[config.mk]
export PLATFORM = sky130hd
export DESIGN_NAME = sio_cfg_decoder
export DESIGN_NICKNAME = d
export VERILOG_FILES = /design/src/rtl/sio_cfg_pkg.sv /design/src/rtl/sio_cfg_regfile.sv /design/src/rtl/sio_cfg_sideband.sv /design/src/rtl/sio_cfg_decode.sv /design/src/rtl/sio_cfg_decoder.sv
export SDC_FILE = /design/constraint.sdc
export NUM_CORES = 1
export LEC_CHECK = 0
export BUFFER_PORTS_ARGS = -buffer_cell sky130_fd_sc_hd__buf_2
export CAP_MARGIN = 20
export CORE_MARGIN = 2
export CORE_UTILIZATION = 45
export CTS_BUF_LIST = sky130_fd_sc_hd__clkbuf_16
export CTS_CLUSTER_SIZE = 30
export DETAILED_ROUTE_END_ITERATION = 10
export HOLD_SLACK_MARGIN = 0.15
export SYNTH_ARGS = -nofsm -noshare
export SYNTH_HDL_FRONTEND = slang
export SYNTH_SLANG_ARGS = --single-unit
[constraint.sdc]
create_clock -name clk -period 6.6 [get_ports clk]
set_clock_uncertainty 0.1 [all_clocks]
set_input_delay 1.32 -clock clk [delete_from_list [all_inputs] [get_ports clk]]
set_output_delay 1.32 -clock clk [all_outputs]
set_load 0.01 [all_outputs]
[src/rtl/sio_cfg_pkg.sv]
package sio_cfg_pkg;
  localparam int DW     = 8;
  localparam int IW     = 5;
  localparam int NREG   = 1 << IW;
  localparam int BASE_W = DW + 2;
  localparam int NUART  = 2;
  localparam int IRQ_W  = 4;
  localparam int DMA_W  = 2;

  localparam int REG_FUNC  = 2;
  localparam int REG_FDC   = 3;
  localparam int REG_LPT   = 6;
  localparam int REG_UART0 = 7;

  localparam logic [BASE_W-1:0] LPT_BASE_MIN   = 10'h100;
  localparam logic [BASE_W-1:0] LPT_LIM_NARROW = 10'h3FC;
  localparam logic [BASE_W-1:0] LPT_LIM_WIDE   = 10'h3F8;

  typedef logic [DW-1:0] byte_t;

  typedef enum logic [1:0] {
    LPT_MODE_A    = 2'd0,
    LPT_MODE_B    = 2'd1,
    LPT_MODE_WIDE = 2'd2,
    LPT_MODE_OFF  = 2'd3
  } lpt_mode_e;

  typedef struct packed {
    logic [BASE_W-1:0]            fdc_base;
    logic                         fdc_en;
    logic [BASE_W-1:0]            lpt_base;
    logic                         lpt_en;
    logic                         lpt_wide;
    logic [NUART-1:0][BASE_W-1:0] uart_base;
    logic [NUART-1:0]             uart_en;
  } io_map_t;

  function automatic byte_t reg_init(input int unsigned i);
    byte_t v;
    case (i)
      0:       v = 8'h3C;
      2:       v = 8'h03;
      3:       v = 8'hFC;
      6:       v = 8'hDE;
      7:       v = 8'hFE;
      8:       v = 8'hBE;
      default: v = 8'h00;
    endcase
    return v;
  endfunction

  function automatic logic reg_is_ro(input logic [IW-1:0] i);
    return (i == 5'd0) || (i == 5'd1) || (i == 5'd4) || (i == 5'd5);
  endfunction
endpackage

[src/rtl/sio_cfg_regfile.sv]
module sio_cfg_regfile
  import sio_cfg_pkg::*;
(
  input  logic                      clk,
  input  logic                      rst_n,
  input  logic                      idx_we,
  input  logic                      dat_we,
  input  byte_t                     wdata,
  input  logic                      sel_index,
  output byte_t                     rdata,
  output logic [NREG-1:0][DW-1:0]   regs_q,
  output logic [NREG-1:0][DW-1:0]   regs_d,
  output logic                      reg_we
);
  localparam byte_t IDX_PAD = ~byte_t'((1 << IW) - 1);

  logic [IW-1:0] idx_q;
  logic [IW-1:0] idx_d;
  logic          idx_en;

  always_comb begin
    idx_en = idx_we;
    idx_d  = wdata[IW-1:0];
  end

  always_ff @(posedge clk or negedge rst_n) begin
    if (!rst_n) begin
      idx_q <= '0;
    end else if (idx_en) begin
      idx_q <= idx_d;
    end
  end

  always_comb begin
    reg_we = dat_we && !reg_is_ro(idx_q);
    regs_d = regs_q;
    if (reg_we) begin
      regs_d[idx_q] = wdata;
    end
  end

  always_ff @(posedge clk or negedge rst_n) begin
    if (!rst_n) begin
      for (int i = 0; i < NREG; i++) begin
        regs_q[i] <= reg_init(i);
      end
    end else if (reg_we) begin
      regs_q <= regs_d;
    end
  end

  always_comb begin
    if (sel_index) begin
      rdata = byte_t'(idx_q) | IDX_PAD;
    end else begin
      rdata = regs_q[idx_q];
    end
  end

  AST_RO_HOLD: assert property (@(posedge clk) disable iff (!rst_n)
    (dat_we && reg_is_ro(idx_q)) |=> $stable(regs_q));

  AST_IDX_LOAD: assert property (@(posedge clk) disable iff (!rst_n)
    idx_we |=> (idx_q == $past(wdata[IW-1:0])));

  AST_QUIET_HOLD: assert property (@(posedge clk) disable iff (!rst_n)
    !dat_we |=> $stable(regs_q));
endmodule

[src/rtl/sio_cfg_sideband.sv]
module sio_cfg_sideband
  import sio_cfg_pkg::*;
#(
  parameter logic [7:0] OFS_DMA   = 8'h50,
  parameter logic [7:0] OFS_IRQ_A = 8'h51,
  parameter logic [7:0] OFS_IRQ_B = 8'h52,
  parameter logic [7:0] OFS_CTRL  = 8'h85,
  parameter logic [DMA_W-1:0] FDC_DMA_INIT = 2'd2,
  parameter logic [DMA_W-1:0] LPT_DMA_INIT = 2'd3
)(
  input  logic                         clk,
  input  logic                         rst_n,
  input  logic                         sb_we,
  input  logic [7:0]                   sb_addr,
  input  byte_t                        sb_wdata,
  output logic                         port_on,
  output logic                         cfg_wen,
  output logic [IRQ_W-1:0]             fdc_irq,
  output logic [IRQ_W-1:0]             lpt_irq,
  output logic [NUART-1:0][IRQ_W-1:0]  uart_irq,
  output logic [DMA_W-1:0]             fdc_dma,
  output logic [DMA_W-1:0]             lpt_dma
);
  localparam byte_t DMA_INIT = byte_t'({LPT_DMA_INIT, FDC_DMA_INIT});

  byte_t      dma_q, irqa_q, irqb_q;
  logic [1:0] ctrl_q;
  logic       dma_en, irqa_en, irqb_en, ctrl_en;

  always_comb begin
    dma_en  = sb_we && (sb_addr == OFS_DMA);
    irqa_en = sb_we && (sb_addr == OFS_IRQ_A);
    irqb_en = sb_we && (sb_addr == OFS_IRQ_B);
    ctrl_en = sb_we && (sb_addr == OFS_CTRL);
  end

  always_ff @(posedge clk or negedge rst_n) begin
    if (!rst_n) begin
      dma_q  <= DMA_INIT;
      irqa_q <= '0;
      irqb_q <= '0;
      ctrl_q <= '0;
    end else begin
      if (dma_en)  dma_q  <= sb_wdata;
      if (irqa_en) irqa_q <= sb_wdata;
      if (irqb_en) irqb_q <= sb_wdata;
      if (ctrl_en) ctrl_q <= sb_wdata[1:0];
    end
  end

  always_comb begin
    port_on = ctrl_q[0];
    cfg_wen = ctrl_q[1];
    fdc_dma = dma_q[DMA_W-1:0];
    lpt_dma = dma_q[2*DMA_W-1:DMA_W];
    fdc_irq = irqa_q[IRQ_W-1:0];
    lpt_irq = irqa_q[2*IRQ_W-1:IRQ_W];
  end

  for (genvar g = 0; g < NUART; g++) begin : g_uirq
    assign uart_irq[g] = irqb_q[g*IRQ_W +: IRQ_W];
  end

  AST_SB_IRQ: assert property (@(posedge clk) disable iff (!rst_n)
    (sb_we && sb_addr == OFS_IRQ_A) |=> (fdc_irq == $past(sb_wdata[IRQ_W-1:0])));

  AST_SB_DMA: assert property (@(posedge clk) disable iff (!rst_n)
    (sb_we && sb_addr == OFS_DMA) |=> (lpt_dma == $past(sb_wdata[3:2])));
endmodule

[src/rtl/sio_cfg_decode.sv]
module sio_cfg_decode
  import sio_cfg_pkg::*;
(
  input  byte_t                    func_cfg,
  input  byte_t                    fdc_cfg,
  input  byte_t                    lpt_cfg,
  input  logic [NUART-1:0][DW-1:0] uart_cfg,
  output io_map_t                  map
);
  lpt_mode_e                    mode;
  logic [BASE_W-1:0]            lpt_raw, lpt_b, lpt_lim;
  logic                         wide;
  logic [NUART-1:0][BASE_W-1:0] ub;
  logic [NUART-1:0]             ue;

  for (genvar g = 0; g < NUART; g++) begin : g_uart
    assign ub[g] = {uart_cfg[g][DW-1:1], 3'b000};
    assign ue[g] = func_cfg[2 + g];
  end

  always_comb begin
    mode    = lpt_mode_e'(func_cfg[1:0]);
    wide    = (mode == LPT_MODE_WIDE);
    lpt_raw = {lpt_cfg, 2'b00};
    lpt_b   = wide ? {lpt_raw[BASE_W-1:3], 3'b000} : lpt_raw;
    lpt_lim = wide ? LPT_LIM_WIDE : LPT_LIM_NARROW;

    map.fdc_base  = {fdc_cfg[DW-1:2], 4'b0000};
    map.fdc_en    = func_cfg[4];
    map.lpt_base  = lpt_b;
    map.lpt_wide  = wide;
    map.lpt_en    = (mode != LPT_MODE_OFF) && (lpt_b >= LPT_BASE_MIN) && (lpt_b <= lpt_lim);
    map.uart_base = ub;
    map.uart_en   = ue;
  end
endmodule

[src/rtl/sio_cfg_decoder.sv]
module sio_cfg_decoder
  import sio_cfg_pkg::*;
#(
  parameter int            ADDR_W    = 16,
  parameter logic [15:0]   IDX_PORT  = 16'h03F0,
  parameter logic [15:0]   DATA_PORT = 16'h03F1
)(
  input  logic                      clk,
  input  logic                      rst_n,
  input  logic [ADDR_W-1:0]         io_addr,
  input  logic                      io_rd,
  input  logic                      io_wr,
  input  logic [DW-1:0]             io_wdata,
  output logic [DW-1:0]             io_rdata,
  output logic                      io_hit,
  input  logic                      sb_we,
  input  logic [7:0]                sb_addr,
  input  logic [DW-1:0]             sb_wdata,
  output logic [BASE_W-1:0]         fdc_base,
  output logic                      fdc_en,
  output logic [IRQ_W-1:0]          fdc_irq,
  output logic [DMA_W-1:0]          fdc_dma,
  output logic [BASE_W-1:0]         lpt_base,
  output logic                      lpt_en,
  output logic                      lpt_wide,
  output logic [IRQ_W-1:0]          lpt_irq,
  output logic [DMA_W-1:0]          lpt_dma,
  output logic [NUART*BASE_W-1:0]   uart_base,
  output logic [NUART-1:0]          uart_en,
  output logic [NUART*IRQ_W-1:0]    uart_irq
);
  logic port_on, cfg_wen;
  logic at_idx, at_dat, idx_we, dat_we, reg_we;
  byte_t rf_rdata;
  logic [NREG-1:0][DW-1:0] regs_q, regs_d;
  logic [NUART-1:0][IRQ_W-1:0] uirq;
  logic [NUART-1:0][DW-1:0] ucfg_d, ucfg_rst;
  io_map_t map_d, map_rst, map_q;

  always_comb begin
    at_idx   = (io_addr == ADDR_W'(IDX_PORT));
    at_dat   = (io_addr == ADDR_W'(DATA_PORT));
    io_hit   = port_on && (at_idx || at_dat);
    idx_we   = io_wr && port_on && cfg_wen && at_idx;
    dat_we   = io_wr && port_on && cfg_wen && at_dat;
    io_rdata = (io_rd && io_hit) ? rf_rdata : 8'hFF;
  end

  sio_cfg_sideband u_sb (
    .clk      (clk),
    .rst_n    (rst_n),
    .sb_we    (sb_we),
    .sb_addr  (sb_addr),
    .sb_wdata (sb_wdata),
    .port_on  (port_on),
    .cfg_wen  (cfg_wen),
    .fdc_irq  (fdc_irq),
    .lpt_irq  (lpt_irq),
    .uart_irq (uirq),
    .fdc_dma  (fdc_dma),
    .lpt_dma  (lpt_dma)
  );

  sio_cfg_regfile u_rf (
    .clk       (clk),
    .rst_n     (rst_n),
    .idx_we    (idx_we),
    .dat_we    (dat_we),
    .wdata     (io_wdata),
    .sel_index (at_idx),
    .rdata     (rf_rdata),
    .regs_q    (regs_q),
    .regs_d    (regs_d),
    .reg_we    (reg_we)
  );

  for (genvar g = 0; g < NUART; g++) begin : g_ucfg
    assign ucfg_d[g]   = regs_d[REG_UART0 + g];
    assign ucfg_rst[g] = reg_init(REG_UART0 + g);
  end

  sio_cfg_decode u_dec (
    .func_cfg (regs_d[REG_FUNC]),
    .fdc_cfg  (regs_d[REG_FDC]),
    .lpt_cfg  (regs_d[REG_LPT]),
    .uart_cfg (ucfg_d),
    .map      (map_d)
  );

  sio_cfg_decode u_dec_rst (
    .func_cfg (reg_init(REG_FUNC)),
    .fdc_cfg  (reg_init(REG_FDC)),
    .lpt_cfg  (reg_init(REG_LPT)),
    .uart_cfg (ucfg_rst),
    .map      (map_rst)
  );

  always_ff @(posedge clk or negedge rst_n) begin
    if (!rst_n) begin
      map_q <= map_rst;
    end else if (reg_we) begin
      map_q <= map_d;
    end
  end

  always_comb begin
    fdc_base  = map_q.fdc_base;
    fdc_en    = map_q.fdc_en;
    lpt_base  = map_q.lpt_base;
    lpt_en    = map_q.lpt_en;
    lpt_wide  = map_q.lpt_wide;
    uart_base = map_q.uart_base;
    uart_en   = map_q.uart_en;
    uart_irq  = uirq;
  end

  AST_LPT_RANGE: assert property (@(posedge clk) disable iff (!rst_n)
    lpt_en |-> (lpt_base >= LPT_BASE_MIN));

  AST_LPT_OFF: assert property (@(posedge clk) disable iff (!rst_n)
    lpt_en |-> (regs_q[REG_FUNC][1:0] != 2'b11));

  AST_UART_GATE: assert property (@(posedge clk) disable iff (!rst_n)
    uart_en[0] |-> regs_q[REG_FUNC][2]);

  AST_OUT_HOLD: assert property (@(posedge clk) disable iff (!rst_n)
    !dat_we |=> $stable(map_q));
endmodule

==> flow_summary.json, run 1 <==
{
  "pin_count": 119,
  "dr_wl_met2_mm": 14.29,
  "drive_above_1_share_pct": 59.50,
  "fmax_mhz": 198.4,
  "seq_area_frac_synth_pct": 53.86,
  "wl_per_cell_um": 22.41,
  "fin_setup_tns_ns": 0,
  "critPathLaunchType": "flop",
  "die_w_um": 176.3,
  "maxSlewHeadroom_pct": 36.50,
  "grt_pass1_vias": 7779,
  "cp.arrival_ns": 3.62,
  "track_usage_pct": 19.37,
  "worstPathBufferInverterCount": 2,
  "setup_ws_ns": 1.559,
  "seq_power_share_pct": 48.0,
  "synth_top_flop_cell": "dfrtp_1",
  "max_stage_delay_ns": 1.01,
  "rsz0062_at_grt": "false",
  "cts_resized": 0,
  "cts_root_buffer": "clkbuf_16",
  "clkPwrFrac_pct": 49.4,
  "routed.top_layer": "met4",
  "overflow": 0,
  "core_um2": 29480,
  "cp_slowest_cell": "dfrtp_4",
  "path_cells": "buf_4, mux4_2, mux2i_1, and3_1, a21oi_1, a221o_1, buf_2",
  "power_switching_share_pct": 21.01,
  "die_height_um": 176.3,
  "path_delay_family": "flip-flops",
  "cp_max_fo": 54,
  "die-area_um2": 31100,
  "pwr-share-comb_pct": 2.6,
  "clock_sinks": 286,
  "required_ns": 5.18,
  "clockBufferDepth": 3,
  "final_max_slew_viol_count": 0,
  "wl_mm": 29.49,
  "synth.distinct_cells": 46,
  "clock_latency_ns": 0.55,
  "cts_buffers": 31,
  "area_growth_pct": 11.58,
  "synthCells": 871,
  "grt_max_degree": 123,
  "period_needed_ns": 5.041,
  "p_int_mw": 2.905,
  "synth_warnings": 0,
  "synth_edf_count": 0,
  "dpl_worst_slack_ns": 1.665,
  "async_flop_share_pct": 100.0,
  "power_density_nw_per_um2": 246.6,
  "htreeDepth": 1,
  "p_leak_nw": 7.132,
  "holdWs_ns": 0.2666,
  "synth-seq-cells": 286,
  "port_buffers": 106,
  "drc": 0,
  "avgSynthCellArea_um2": 15.35,
  "wl_met3_mm": 1.257,
  "grt_pass1_wl_mm": 46.27,
  "num_vias": 7298,
  "antenna_found_initial": 0,
  "maxCapViolCount": 0,
  "critical_path_class": "reg -> out",
  "cts_hold_buffers": 0,
  "finalNetCount": 946,
  "ant_nets": 0,
  "period_share_pct": 76.38,
  "antenna_cells": 0,
  "ir_worst_vdd_uv": 191.5,
  "final-hold-violation-count": 0,
  "setup_violations": 0,
  "min_path_type": "reg -> reg",
  "cts_setup_buffers": 0,
  "dr.pass1.iters": 4,
  "end_kind": "output port",
  "rows": 63,
  "hpwl_mm": 18.86,
  "initial_core_util_pct": 45.34,
  "place.gp.congestion": 0.7187,
  "viasPerCell": 5.546,
  "cts_tree": "yes",
  "drt_iter0_markers": 436,
  "p_switching_mw": 0.7730,
  "synth_area_um2": 13370,
  "worst_slew_pin_slew_ns": 0.9439,
  "wl_met1_mm": 13.38,
  "status": "complete, no violations",
  "clk_pin_slew_ns": 0.06
}
cell usage after synthesis, types with 3 or more instances:
cell type	instances	area, µm²
a211oi_1	4	30.03
a21oi_1	3	15.01
a221o_1	4	40.04
and3_1	5	31.28
buf_1	8	30.03
buf_2	9	45.04
buf_4	42	315.3
buf_6	4	45.04
clkbuf_1	66	247.7
dfrtp_1	252	6306
dfstp_2	34	893.4
mux2_2	237	2669
mux2_4	17	255.2
mux2i_1	13	130.1
mux4_2	73	1644
nand2_1	8	30.03
nand2b_1	13	81.33
nand3_1	7	35.03
nand3b_1	3	22.52
nand4_1	3	18.77
nor2_1	5	18.77
nor2_2	18	112.6
nor3_1	5	25.02
nor4b_1	3	26.28
o22ai_1	5	31.28
or4_1	3	22.52
flip-flops by register name, summed over array words and instances (netlist names), 2 cells and up:
name           count
u_rf.regs_q      254
u_rf.idx_q         5
u_sb.uart_irq      8
lpt_base           2
u_sb.irqa_q        8
u_sb.dma_q         4
u_sb.ctrl_q        2
cells by family (layout without fill, tap and decap cells):
family	count (synthesis)	in the layout	synth area share [%]
multiplexers	340	340	35.15
flip-flops	286	286	53.86
buffers and inverters	131	175	5.167
AND/OR/NAND/NOR	95	95	4.849
AO/OA/AOI/OAI	18	18	0.9454
other	1	12	0.02806
placed cells by master (no fill, tap or decap), drive strengths merged, types with 6 or more instances in the layout:
cell type | Yosys | routed
nand2 | 8 | 8
dfrtp | 252 | 252
nor2 | 23 | 23
inv | 2 | 9
dfstp | 34 | 34
mux4 | 73 | 73
buf | 63 | 115
nor3 | 6 | 6
clkbuf | 66 | 31
mux2 | 254 | 254
nand3 | 8 | 8
nand2b | 13 | 13
mux2i | 13 | 13
clkinv | 0 | 12
conb | 1 | 12
bufinv | 0 | 7
final timing paths:
kind                       cells after the start           start  slack, ns                to
hold / removal                                 0  u_rf.regs_q[2]       0.27    u_rf.regs_q[2]
max in group asynchronous                      2           rst_n       4.36     u_rf.idx_q[1]
min in group asynchronous                      1           rst_n       0.71  u_sb.uart_irq[6]
setup reg to reg                               4   u_rf.idx_q[0]       3.37  u_rf.regs_q[173]
hold reg to reg                                0  u_rf.regs_q[2]       0.27    u_rf.regs_q[2]
setup / recovery                               7   u_rf.idx_q[1]       1.56       io_rdata[3]
area by class of cell:
class	count	area [µm²]
Fill cell	2528	14570
Sequential cell	286	7207
Multi-Input combinational cell	465	5518
Clock buffer	31	775.7
Timing Repair Buffer	115	620.6
Tap cell	390	488.0
Clock inverter	27	297.8
Inverter	2	7.507
worst reg2reg max path, delay by kind of cell, from the launching register on:
family	cells	cell delay, ns
buffers and inverters	1	0.51
DFF	1	0.99
muxes	1	0.42
and+or+nand+nor	2	1.09
power groups by stage:
stage	sequential (mW)	clock, mW	combinational (mW)
after global placement	1.80	0	0.0997
after detailed placement	1.80	0	0.0992
after floorplan	1.80	0	0.0328
after CTS	1.76	1.86	0.0993
after global routing	1.76	1.93	0.111
final	1.76	1.82	0.0961
layer usage:
layer | global-route usage, % | vias to the layer above
li1 | - | 3185
met1 | 27.14 | 3906
met3 | 2.498 | 44
met2 | 32.37 | 163
met5 | 0 | -
met4 | 4.649 | 0
through the flow:
stage	std cells	utilization (%)	area [µm²]	power [mW]
after floorplan	882	-	13410	1.832
after global placement	1258	46.95	13840	1.895
after detailed placement	1258	46.95	13840	1.895
after CTS	1316	50.59	14910	3.725
after global routing	1316	50.59	14910	3.805
final	1316	50.59	14910	3.678
(Power assumes the default switching activity.)
==> inputs of run 2 (changes only) <==
Settings changed: PLACE_DENSITY set to 0.65.
Clock period 6.6 ns to 4.2 ns, I/O delays scaled along.
==> run 2 against run 1 <==
Worst setup slack got worse by 1.3 ns; register-to-register slack got worse by 2.1 ns; worst hold slack got worse by 0.0049 ns; critical path depth unchanged; flip-flop and latch count unchanged; via count increased by 2.1%; sequential power increased by 57%; largest power group is now registers; highest routed layer unchanged.
==> flow_summary.json, run 2 (synthesis gave the netlist of run 1 again) <==
{
  "die_height_um": 176.3,
  "fin_setup_tns_ns": 0,
  "cts_root_buffer": "clkbuf_16",
  "place.gp.congestion": 0.7641,
  "viasPerCell": 5.521,
  "layout.cells.most_common": "dfrtp_1",
  "grt_pass1_vias": 7660,
  "cts_buffers": 30,
  "area_growth_pct": 13.46,
  "ir_worst_vdd_uv": 379.6,
  "max_stage_delay_ns": 0.55,
  "grt_max_degree": 122,
  "hpwl_mm": 20.40,
  "worstPathBufferInverterCount": 3,
  "utilization_pct": 51.44,
  "setup_violations": 0,
  "r2r_cells": 7,
  "final-hold-violation-count": 0,
  "worst_slew_pin_slew_ns": 1.041,
  "finalNetCount": 981,
  "rows": 63,
  "initial_core_util_pct": 45.34,
  "rsz0062_at_grt": "false",
  "status": "complete, no violations",
  "wl_mm": 30.17,
  "critical_path_class": "reg -> out",
  "p_leak_nw": 7.304,
  "regMostFlops": "u_rf.regs_q",
  "multi_input_area_um2": 5518,
  "path_delay_family": "compound AO/OA/AOI/OAI gates",
  "overflow": 0,
  "core_um2": 29480,
  "largest_reg_flops": 254,
  "fmax_mhz": 253.2,
  "layout_common_cells": "dfrtp_1 (250), mux2_2 (237), buf_2 (105)",
  "maxSlewHeadroom_pct": 29.98,
  "htreeDepth": 1,
  "fill_cells": 2485,
  "required_ns": 3.26,
  "cp_max_fo": 18,
  "seq_area_um2": 7207,
  "drc": 0,
  "cp_slowest_cell": "mux4_2",
  "dr.pass1.iters": 4,
  "path_cells": "buf_12, buf_4, mux4_2, o22ai_1, a211oi_1, a221o_1, buf_2",
  "final_cells": 1350,
  "port_buffers": 106,
  "clock_latency_ns": 0.55,
  "antenna_cells": 0,
  "critPathLaunchType": "flop",
  "min_path_type": "in -> async",
  "r2r-end": "u_rf.regs_q[86]",
  "final_max_slew_viol_count": 0,
  "end_kind": "output port",
  "clock_sinks": 286,
  "antenna_found_initial": 0,
  "pin_count": 119,
  "power_density_nw_per_um2": 368.6,
  "rrSetupSlack_ns": 1.32,
  "drive_above_1_share_pct": 61.25,
  "clockBufferDepth": 3,
  "die_w_um": 176.3,
  "wl_per_cell_um": 22.35,
  "drt_iter0_markers": 317,
  "cp.arrival_ns": 3.01,
  "maxCapViolCount": 0,
  "num_vias": 7454,
  "worstReg2RegStart": "u_rf.idx_q[1]",
  "die-area_um2": 31100,
  "clk_pin_slew_ns": 0.07,
  "period_needed_ns": 3.950,
  "cts_resized": 0,
  "ant_nets": 0,
  "setup_ws_ns": 0.2500,
  "period_share_pct": 94.05,
  "holdWs_ns": 0.2617,
  "track_usage_pct": 19.73,
  "cts_tree": "yes",
  "grt_pass1_wl_mm": 46.79,
  "place_inst": 1290,
  "dpl_worst_slack_ns": 0.3028
}
run 2: how the worst max path moves through the flow:
stage | from | to | slack, ns | cells after the start
2_1_floorplan | io_addr[13] | io_rdata[4] | 0.60 | 6
3_3_place_gp | io_addr[13] | io_rdata[0] | 0.34 | 8
3_5_place_dp | io_addr[13] | io_rdata[1] | 0.30 | 8
4_1_cts | u_rf.idx_q[0] | io_rdata[1] | 0.07 | 7
5_1_grt | u_rf.idx_q[0] | io_rdata[1] | 0.11 | 7
6_report | u_rf.idx_q[0] | io_rdata[1] | 0.25 | 7
run 2: per-stage QoR:
stage	area (µm²)	total power, mW
after global placement	14140	2.983
after global routing	15170	5.780
final	15170	5.590
after detailed placement	14140	2.983
after floorplan	13410	2.879
after CTS	15140	5.655
run 2: cell type report:
| class | instances | share of cell area, % |
|---|---|---|
| Clock buffer | 31 | 5.115 |
| Sequential cell | 286 | 47.52 |
| Multi-Input combinational cell | 465 | 36.38 |
| Clock inverter | 25 | 1.427 |
| Inverter | 2 | 0.04950 |
| Timing Repair Buffer | 151 | 6.287 |
| Tap cell | 390 | 3.218 |
run 2: routing by layer:
metal / vias up / track usage [%] / wire length, µm
li1: 3277 / - / -
met5: - / 0 / 0
met3: 49 / 2.950 / 1580
met4: 0 / 5.992 / 859
met2: 203 / 32.24 / 14490
met1: 3925 / 27.53 / 13240
run 2: timing repair:
item	CTS	global route
hold buffers	0	0
endpoints found under the setup margin	0	3
setup buffers	0	4
run 2: report_power, final:
part           switching [mW]  total, mW  internal [mW]
Sequential            0.00581       2.77           2.77
Clock                    1.09       2.66           1.57
Combinational           0.115      0.155         0.0402
